**src/rtl/rb_video_timing.sv**
```systemverilog
module rb_video_timing #(
  parameter int HW         = 12,
  parameter int VW         = 12,
  parameter int DEF_H_ACT  = 960,
  parameter int DEF_H_BLK  = 16,
  parameter int DEF_HS_OFF = 2,
  parameter int DEF_HS_LEN = 8,
  parameter int DEF_V_ACT  = 540,
  parameter int DEF_V_BLK  = 8,
  parameter int DEF_VS_OFF = 0,
  parameter int DEF_VS_LEN = 1
) (
  input  logic          clk,
  input  logic          rst_n,
  input  logic          run,
  input  logic          cfg_we,
  input  logic [HW-1:0] cfg_h_active,
  input  logic [HW-1:0] cfg_h_blank,
  input  logic [HW-1:0] cfg_hs_off,
  input  logic [HW-1:0] cfg_hs_len,
  input  logic [VW-1:0] cfg_v_active,
  input  logic [VW-1:0] cfg_v_blank,
  input  logic [VW-1:0] cfg_vs_off,
  input  logic [VW-1:0] cfg_vs_len,
  output logic          cfg_reject,
  output logic          de,
  output logic          hsync,
  output logic          vsync,
  output logic          sof,
  output logic          sol,
  output logic [HW-1:0] px_x,
  output logic [VW-1:0] px_y
);

  localparam int HTW = HW + 1;
  localparam int VTW = VW + 1;
  localparam int CW  = 4 * HW + 4 * VW;
  localparam logic [CW-1:0] DEF_BUS = {
    HW'(DEF_H_ACT), HW'(DEF_H_BLK), HW'(DEF_HS_OFF), HW'(DEF_HS_LEN),
    VW'(DEF_V_ACT), VW'(DEF_V_BLK), VW'(DEF_VS_OFF), VW'(DEF_VS_LEN)};

  logic [CW-1:0]  shadow, work;
  logic [HW-1:0]  w_h_act, w_h_blk, w_hs_off, w_hs_len;
  logic [VW-1:0]  w_v_act, w_v_blk, w_vs_off, w_vs_len;
  logic [HTW-1:0] hcnt, h_act_x, h_tot, hs_a, hs_b;
  logic [VTW-1:0] vcnt, v_act_x, v_tot, vs_a, vs_b;
  logic           running, cfg_ok, h_last, v_last, h_in, v_in;

  assign {w_h_act, w_h_blk, w_hs_off, w_hs_len,
          w_v_act, w_v_blk, w_vs_off, w_vs_len} = work;

  assign cfg_ok = (cfg_h_active[2:0] == 3'd0) && (cfg_h_active != '0) &&
                  (cfg_v_active != '0) && (cfg_hs_len != '0) && (cfg_vs_len != '0) &&
                  ({1'b0, cfg_hs_off} + {1'b0, cfg_hs_len} <= {1'b0, cfg_h_blank}) &&
                  ({1'b0, cfg_vs_off} + {1'b0, cfg_vs_len} <= {1'b0, cfg_v_blank});

  always_ff @(posedge clk) begin
    if (!rst_n) begin
      shadow     <= DEF_BUS;
      cfg_reject <= 1'b0;
    end else begin
      cfg_reject <= cfg_we && !cfg_ok;
      if (cfg_we && cfg_ok)
        shadow <= {cfg_h_active, cfg_h_blank, cfg_hs_off, cfg_hs_len,
                   cfg_v_active, cfg_v_blank, cfg_vs_off, cfg_vs_len};
    end
  end

  assign h_act_x = {1'b0, w_h_act};
  assign h_tot   = h_act_x + {1'b0, w_h_blk};
  assign hs_a    = h_act_x + {1'b0, w_hs_off};
  assign hs_b    = hs_a + {1'b0, w_hs_len};
  assign v_act_x = {1'b0, w_v_act};
  assign v_tot   = v_act_x + {1'b0, w_v_blk};
  assign vs_a    = v_act_x + {1'b0, w_vs_off};
  assign vs_b    = vs_a + {1'b0, w_vs_len};
  assign h_last  = (hcnt == h_tot - 1'b1);
  assign v_last  = (vcnt == v_tot - 1'b1);

  always_ff @(posedge clk) begin
    if (!rst_n) begin
      running <= 1'b0;
      hcnt    <= '0;
      vcnt    <= '0;
      work    <= DEF_BUS;
    end else if (!run) begin
      running <= 1'b0;
      hcnt    <= '0;
      vcnt    <= '0;
    end else if (!running) begin
      running <= 1'b1;
      hcnt    <= '0;
      vcnt    <= '0;
      work    <= shadow;
    end else if (h_last) begin
      hcnt <= '0;
      if (v_last) begin
        vcnt <= '0;
        work <= shadow;
      end else begin
        vcnt <= vcnt + 1'b1;
      end
    end else begin
      hcnt <= hcnt + 1'b1;
    end
  end

  assign h_in  = hcnt < h_act_x;
  assign v_in  = vcnt < v_act_x;
  assign de    = running && h_in && v_in;
  assign hsync = running && (hcnt >= hs_a) && (hcnt < hs_b);
  assign vsync = running && (vcnt >= vs_a) && (vcnt < vs_b);
  assign sof   = running && (hcnt == '0) && (vcnt == '0);
  assign sol   = running && (hcnt == '0) && v_in;
  assign px_x  = de ? hcnt[HW-1:0] : '0;
  assign px_y  = de ? vcnt[VW-1:0] : '0;

  assert_bad_width_R2: assert property (@(posedge clk) disable iff (!rst_n)
    cfg_we && (cfg_h_active[2:0] != 3'd0) |=> cfg_reject);

  assert_vsync_line_aligned_R5: assert property (@(posedge clk) disable iff (!rst_n)
    $rose(vsync) |-> (hcnt == '0));

  assert_sof_single_R7: assert property (@(posedge clk) disable iff (!rst_n)
    sof |=> !sof);

  assert_sol_visible_R7: assert property (@(posedge clk) disable iff (!rst_n)
    sol |-> de);

  assert_idle_quiet_R9: assert property (@(posedge clk) disable iff (!rst_n)
    !run |=> (!de && !hsync && !vsync && !sof && !sol));

  assert_line_bound_R10: assert property (@(posedge clk) disable iff (!rst_n)
    running |-> (hcnt < h_tot) && (vcnt < v_tot));

endmodule

```
**config.mk**
```make
export PLATFORM = sky130hd
export DESIGN_NAME = rb_video_timing
export DESIGN_NICKNAME = d
export VERILOG_FILES = /design/src/rtl/rb_video_timing.sv
export SDC_FILE = /design/constraint.sdc
export NUM_CORES = 1
export LEC_CHECK = 0
export CAP_MARGIN = 15
export CORE_MARGIN = 8
export CORE_UTILIZATION = 59
export CTS_CLUSTER_SIZE = 16
export DETAILED_ROUTE_END_ITERATION = 10
export DONT_BUFFER_PORTS = 1
export GPL_TIMING_DRIVEN = 0
export PLACE_DENSITY = 0.78
export SETUP_SLACK_MARGIN = 0.4
export SYNTH_ARGS = -nofsm -noshare
export SYNTH_HDL_FRONTEND = slang
export SYNTH_SLANG_ARGS = --single-unit
```
**constraint.sdc**
```tcl
create_clock -name clk -period 5.1 [get_ports clk]
set_clock_uncertainty 0.2 [all_clocks]
set_input_delay 1.02 -clock clk [delete_from_list [all_inputs] [get_ports clk]]
set_output_delay 1.02 -clock clk [all_outputs]
set_load 0.05 [all_outputs]
```
Yosys cells after proc, flatten, opt, wreduce, memory -nomap -nowiden --
Cells that the tools add are included.
Word-level totals: output and inout bits 30, register bits after elaboration 220, input bits 100
Operators by class: add/sub/neg operators 12, magnitude comparators 8, reduce and logical (&&, ||, !) cells 28, bitwise operators 3, equality and inequality tests 4, muxes and demuxes 7
Operators by type and width (count):
- two-way mux 96 bit | 3
- adder 12 x 12 -> 13 bit | 6
- nonzero test 12 bit | 4
- adder 13 x 1 -> 13 bit (second input constant) | 2
- adder 13 x 12 -> 13 bit | 2
- == test 13 bit | 2
- >= comparator 13 bit | 2
- <= comparator 13 x 12 -> 1 bit | 2
- logical NOT 13 bit | 2
- < comparator 13 x 12 -> 1 bit | 2
- < comparator 13 bit | 2
- subtractor 13 x 1 -> 13 bit (second input constant) | 2
- two-way mux 12 bit | 2
- logical AND 1 bit | 17
- two-way mux 13 bit | 1
- AND reduction 3 bit | 2
- != test 2 x 1 -> 1 bit (second input constant) | 2
- OR reduction 4 bit | 1
- logical NOT 3 bit | 1
- NOT 1 bit | 3
- logical NOT 1 bit | 1
- two-way mux 1 bit | 1

Depth between registers and ports, before layout --
word-level depth 9, depth in mapped cells 23, depth with buffers taken out 21

Least setup slack after synthesis --
OpenSTA, ideal clock, no wires.
path type register to output, start point register work[61], end point output port hsync, setup slack -1.018 ns, stages on the path, launching flop included 22, arrival 4.898 ns, cells stage by stage dfxtp_1 > ha_1 > a21o_1 > a21oi_1 > o21ai_0 > a211o_1 > a31oi_1 > nor2b_1 > o21ai_0 > nand2b_1 > xor2_1 > ha_1 > a21oi_1 > nand2_1 > o21ai_0 > xor2_1 > ha_1 > and3_1 > a22o_1 > o21ai_0 > o211ai_1 > nor3_1
Between the ends: longest elaborated chain between the ends 4
Ends and longest elaborated chain:
- start: declaration | RTL line 42 | logic [CW-1:0] shadow, work;
- start signal: assignment | RTL line 94 | work <= shadow;
- start signal: assignment | RTL line 99 | work <= shadow;
- adder 12 x 12 -> 13 bit * | RTL line 71 | assign hs_a = h_act_x + {1'b0, w_hs_off};
- adder 13 x 12 -> 13 bit or >= comparator 13 bit (tied branches) | RTL line 72, 111
- < comparator 13 bit or logical AND 1 bit (tied branches) | RTL line 111 | assign hsync = running && (hcnt >= hs_a) && (hcnt < hs_b);
- logical AND 1 bit * | RTL line 111
- end: declaration | RTL line 27 | output logic hsync,
Mark *: on every way between the ends. The rest lies on a longest branch, timed or not.

Worst setup path in the final report --
Same ends and word-level chain as after synthesis.

==> results_dict.tcl <==
set metrics [dict create \
    run_status "complete, but fails checks" \
    violations "setup timing" \
    power_switching_uw 1100 \
    regArea_um2 4420 \
    worstSetupStartpointType "register" \
    seq_power_share_pct 41.3 \
    coreArea_um2 25900 \
    htreeDepth 1 \
    rsz0062_at_grt "true" \
    critPathMaxFanout 2 \
    yosysUniqueCellTypes 65 \
    detail-route-antenna-nets 0 \
    synth_edf_count 0 \
    start_util_pct 59.8 \
    synthAdderAreaFrac_pct 18.8 \
    slew_viol_final 0 \
    synthArstFlopShare_pct 0 \
    hold_viol 0 \
    portBuffers 0 \
    clk_latency_ns 0.52 \
    drive_above_1_share_pct 12.5 \
    cts_buffers 24 \
    synth_nets 2187 \
    syn2layout_area_growth_pct 17.9 \
    mostFrequentLayoutCells "ha_1, dfxtp_1, inv_1, nand2_1, nand3_1" \
    syn_inst 1859 \
    slew_headroom_pct 39.4 \
    fin_util_pct 70.5 \
    required_ns 3.88 \
    path_class "register to primary output" \
    die_area_um2 31700 \
    muxShareOfSynthArea_pct 6.26 \
    antenna_found_initial 0 \
    fin_crit_ns 6.15 \
    drv_cap 0 \
    grt_pass1_wl_um 71400 \
    end_kind "primary output" \
    cts_tree "yes" \
    drt_iter0_drc 1157 \
    grtUsageTotal_pct 27.9 \
    fin_crit_sh_pct 121 \
    place.gp.congestion 0.938 \
    multi_input_comb_area_um2 10500 \
    max_freq_mhz 163 \
    switching_share_pct 26.0 \
    synth_top_family_by_area "simple AND/OR/NAND/NOR gates" \
    place_ws_ns -0.889 \
    p_per_area_nw_per_um2 232 \
    clkTransAtPathRegs_ns 0.06 \
    syn_area_um2 15500 \
    diodes 0 \
    combPwrFrac_pct 15.1 \
    drc_errors 0 \
    syn_avg_cell_area_um2 8.34 \
    clock-root-buffer "clkbuf_16" \
    synthSimpleGateAreaFrac_pct 19.8 \
    clock-sinks 220 \
    ys_ff_latch 220 \
    io_pins 130 \
    rows 59 \
    vias 13900 \
    p_total_uw 4240 \
    wl_per_cell_um 20.0 \
    final_nets 2286 \
    cts-hold-fix-buffers 0 \
    dp_hpwl_um 33900 \
    worstHoldPathType "register to register" \
    peakVddDrop_v 0.000315 \
    synth_compound_area_share_pct 13.9 \
    first_pass_iters 6 \
    synth_xor_area_share_pct 6.44 \
    die_y_um 178 \
    grt_max_degree 15 \
    die_w_um 178 \
    setup_violations 6 \
    fill_cells 1891 \
    drt_wl_total_um 46200 \
    grt_overflow 0 \
    worstMarginPinSlew_ns 0.905 \
    yosysWarnings 0 \
    viasPerCell 6.00 \
    clkPwrFrac_pct 43.6 \
    grt_pass1_vias 13600 \
    p_leak_uw 0.00752 \
    clockBufferDepth 3 \
    ys_seq_area_share_pct 28.4 \
    arrival_ns 4.93 \
    synth-main-ff-cell "dfxtp_1" \
    timing.final.ws_setup_ns -1.05 \
    internal_power_uw 3130 \
]
[routing by layer]
| metal | track usage (%) | up-vias | share of wire (%) |
|---|---|---|---|
| li1 | - | 6660 | - |
| met1 | 35.4 | 6551 | 42 |
| met2 | 46.0 | 536 | 45 |
| met3 | 5.74 | 111 | 8.3 |
| met5 | 0 | - | 0 |
| met4 | 10.7 | 0 | 4.2 |
[cells by family (layout without fill, tap and decap cells)]
| family | count (synthesis) | count (layout) |
|---|---|---|
| buffers and inverters | 248 | 364 |
| AOI/OAI and AO/OA | 351 | 351 |
| adders and majority gates | 228 | 228 |
| muxes | 97 | 97 |
| and+or+nand+nor | 601 | 601 |
| xor gates and xnor gates | 114 | 114 |
| DFF | 220 | 220 |
[power groups by stage]
| stage | Clock, µW | Sequential [µW] | Combinational, µW |
|---|---|---|---|
| finish | 1850 | 1750 | 640 |
| global route | 1920 | 1750 | 702 |
| CTS | 1840 | 1750 | 614 |
| detailed placement | 0 | 1790 | 564 |
| global placement | 0 | 1790 | 543 |
| floorplan | 0 | 1780 | 450 |
[through the flow]
step / area [µm²] / hold WS, ns / instances / TNS (ns)
floorplan: 15700 / 0.228 / 1859 / -2.31
global placement: 16100 / 0.238 / 2194 / -66.23
detailed placement: 16100 / 0.246 / 2194 / -73.74
CTS: 18000 / 0.254 / 2301 / -1.81
global route: 18300 / 0.269 / 2310 / -12.07
finish: 18300 / 0.254 / 2310 / -1.96
[critical path, cell delays in order, from the launching register on]
cell and delay, ns:
dfxtp_2 0.34, ha_4 0.23, a21o_1 0.16, a21oi_2 0.16, o21ai_2 0.07, a211o_1 0.27
a31oi_2 0.19, nor2b_1 0.06, o21ai_1 0.21, nand2b_1 0.11, xor2_1 0.17, ha_1 0.33
or3_1 0.33, o21ai_1 0.10, a21oi_1 0.07, xnor2_1 0.19, ha_1 0.27, and3_4 0.16
a22o_1 0.22, o21ai_1 0.11, o211ai_1 0.14, nor3_4 0.51
[what timing repair did]
item                                    4_1_cts  5_1_grt
gates resized for setup                     103       48
setup buffers                                53        9
gates cloned                                 11        0
endpoints found under the setup margin      123      218
pin swaps                                    57       42
[registers in the layout, indices dropped and copies added, names as in the netlist]
register,cells
running,1
shadow,96
vcnt,13
cfg_reject,1
hcnt,13
work,96
[synthesized netlist by cell type (all sizes together), types with 2 or more instances]
cell       n  area (µm²)
nor2      74         278
o2111ai    3        26.3
xor2      47         412
o211ai    22         170
a2111oi    2        17.5
o311ai     2        17.5
nand3    118         591
a21o      35         263
or3        7        43.8
clkbuf    55         206
a211o      5        43.8
and3b      3        26.3
o21bai     4        30.0
nor3b      6        55.1
and2      30         188
a31oi      5        31.3
a21oi     69         349
dfxtp    220        4400
o31ai     10        88.8
nand2b    21         131
nor3      25         125
nor4b      2        17.5
or4b       2        20.0
o21ai    147         739
buf       24         148
nand2    150         563
nand4     20         125
nor4      17         106
a21boi     9        67.6
nor2b    103         644
or2        6        37.5
inv      169         634
xnor2     67         587
fa         8         160
o21a      13        97.6
ha       220        2750
and3       9        56.3
a211oi    13         108
mux2i     97         971
or4        6        45.0
[cell type report]
cell class | instances | share of cell area (%)
clock inverter | 9 | 0.726
clock buffer | 34 | 3.88
sequential | 220 | 24.2
tap | 335 | 2.29
multi-input combinational | 1391 | 57.6
timing repair buffer | 73 | 4.99
buffer | 79 | 2.87
inverter | 169 | 3.47
[path summary, 6_finish.rpt]
| path | cells past startpoint | from | to | slack [ns] |
|---|---|---|---|---|
| worst max-delay path | 21 | work[61] | hsync | -1.05 |
| worst min-delay path | 2 | work[35] | work[35] | 0.25 |
| worst max register to register | 16 | work[85] | work[46] | 0.70 |
| worst min register to register | 2 | work[35] | work[35] | 0.25 |
Power figures use the tool's default switching activity.
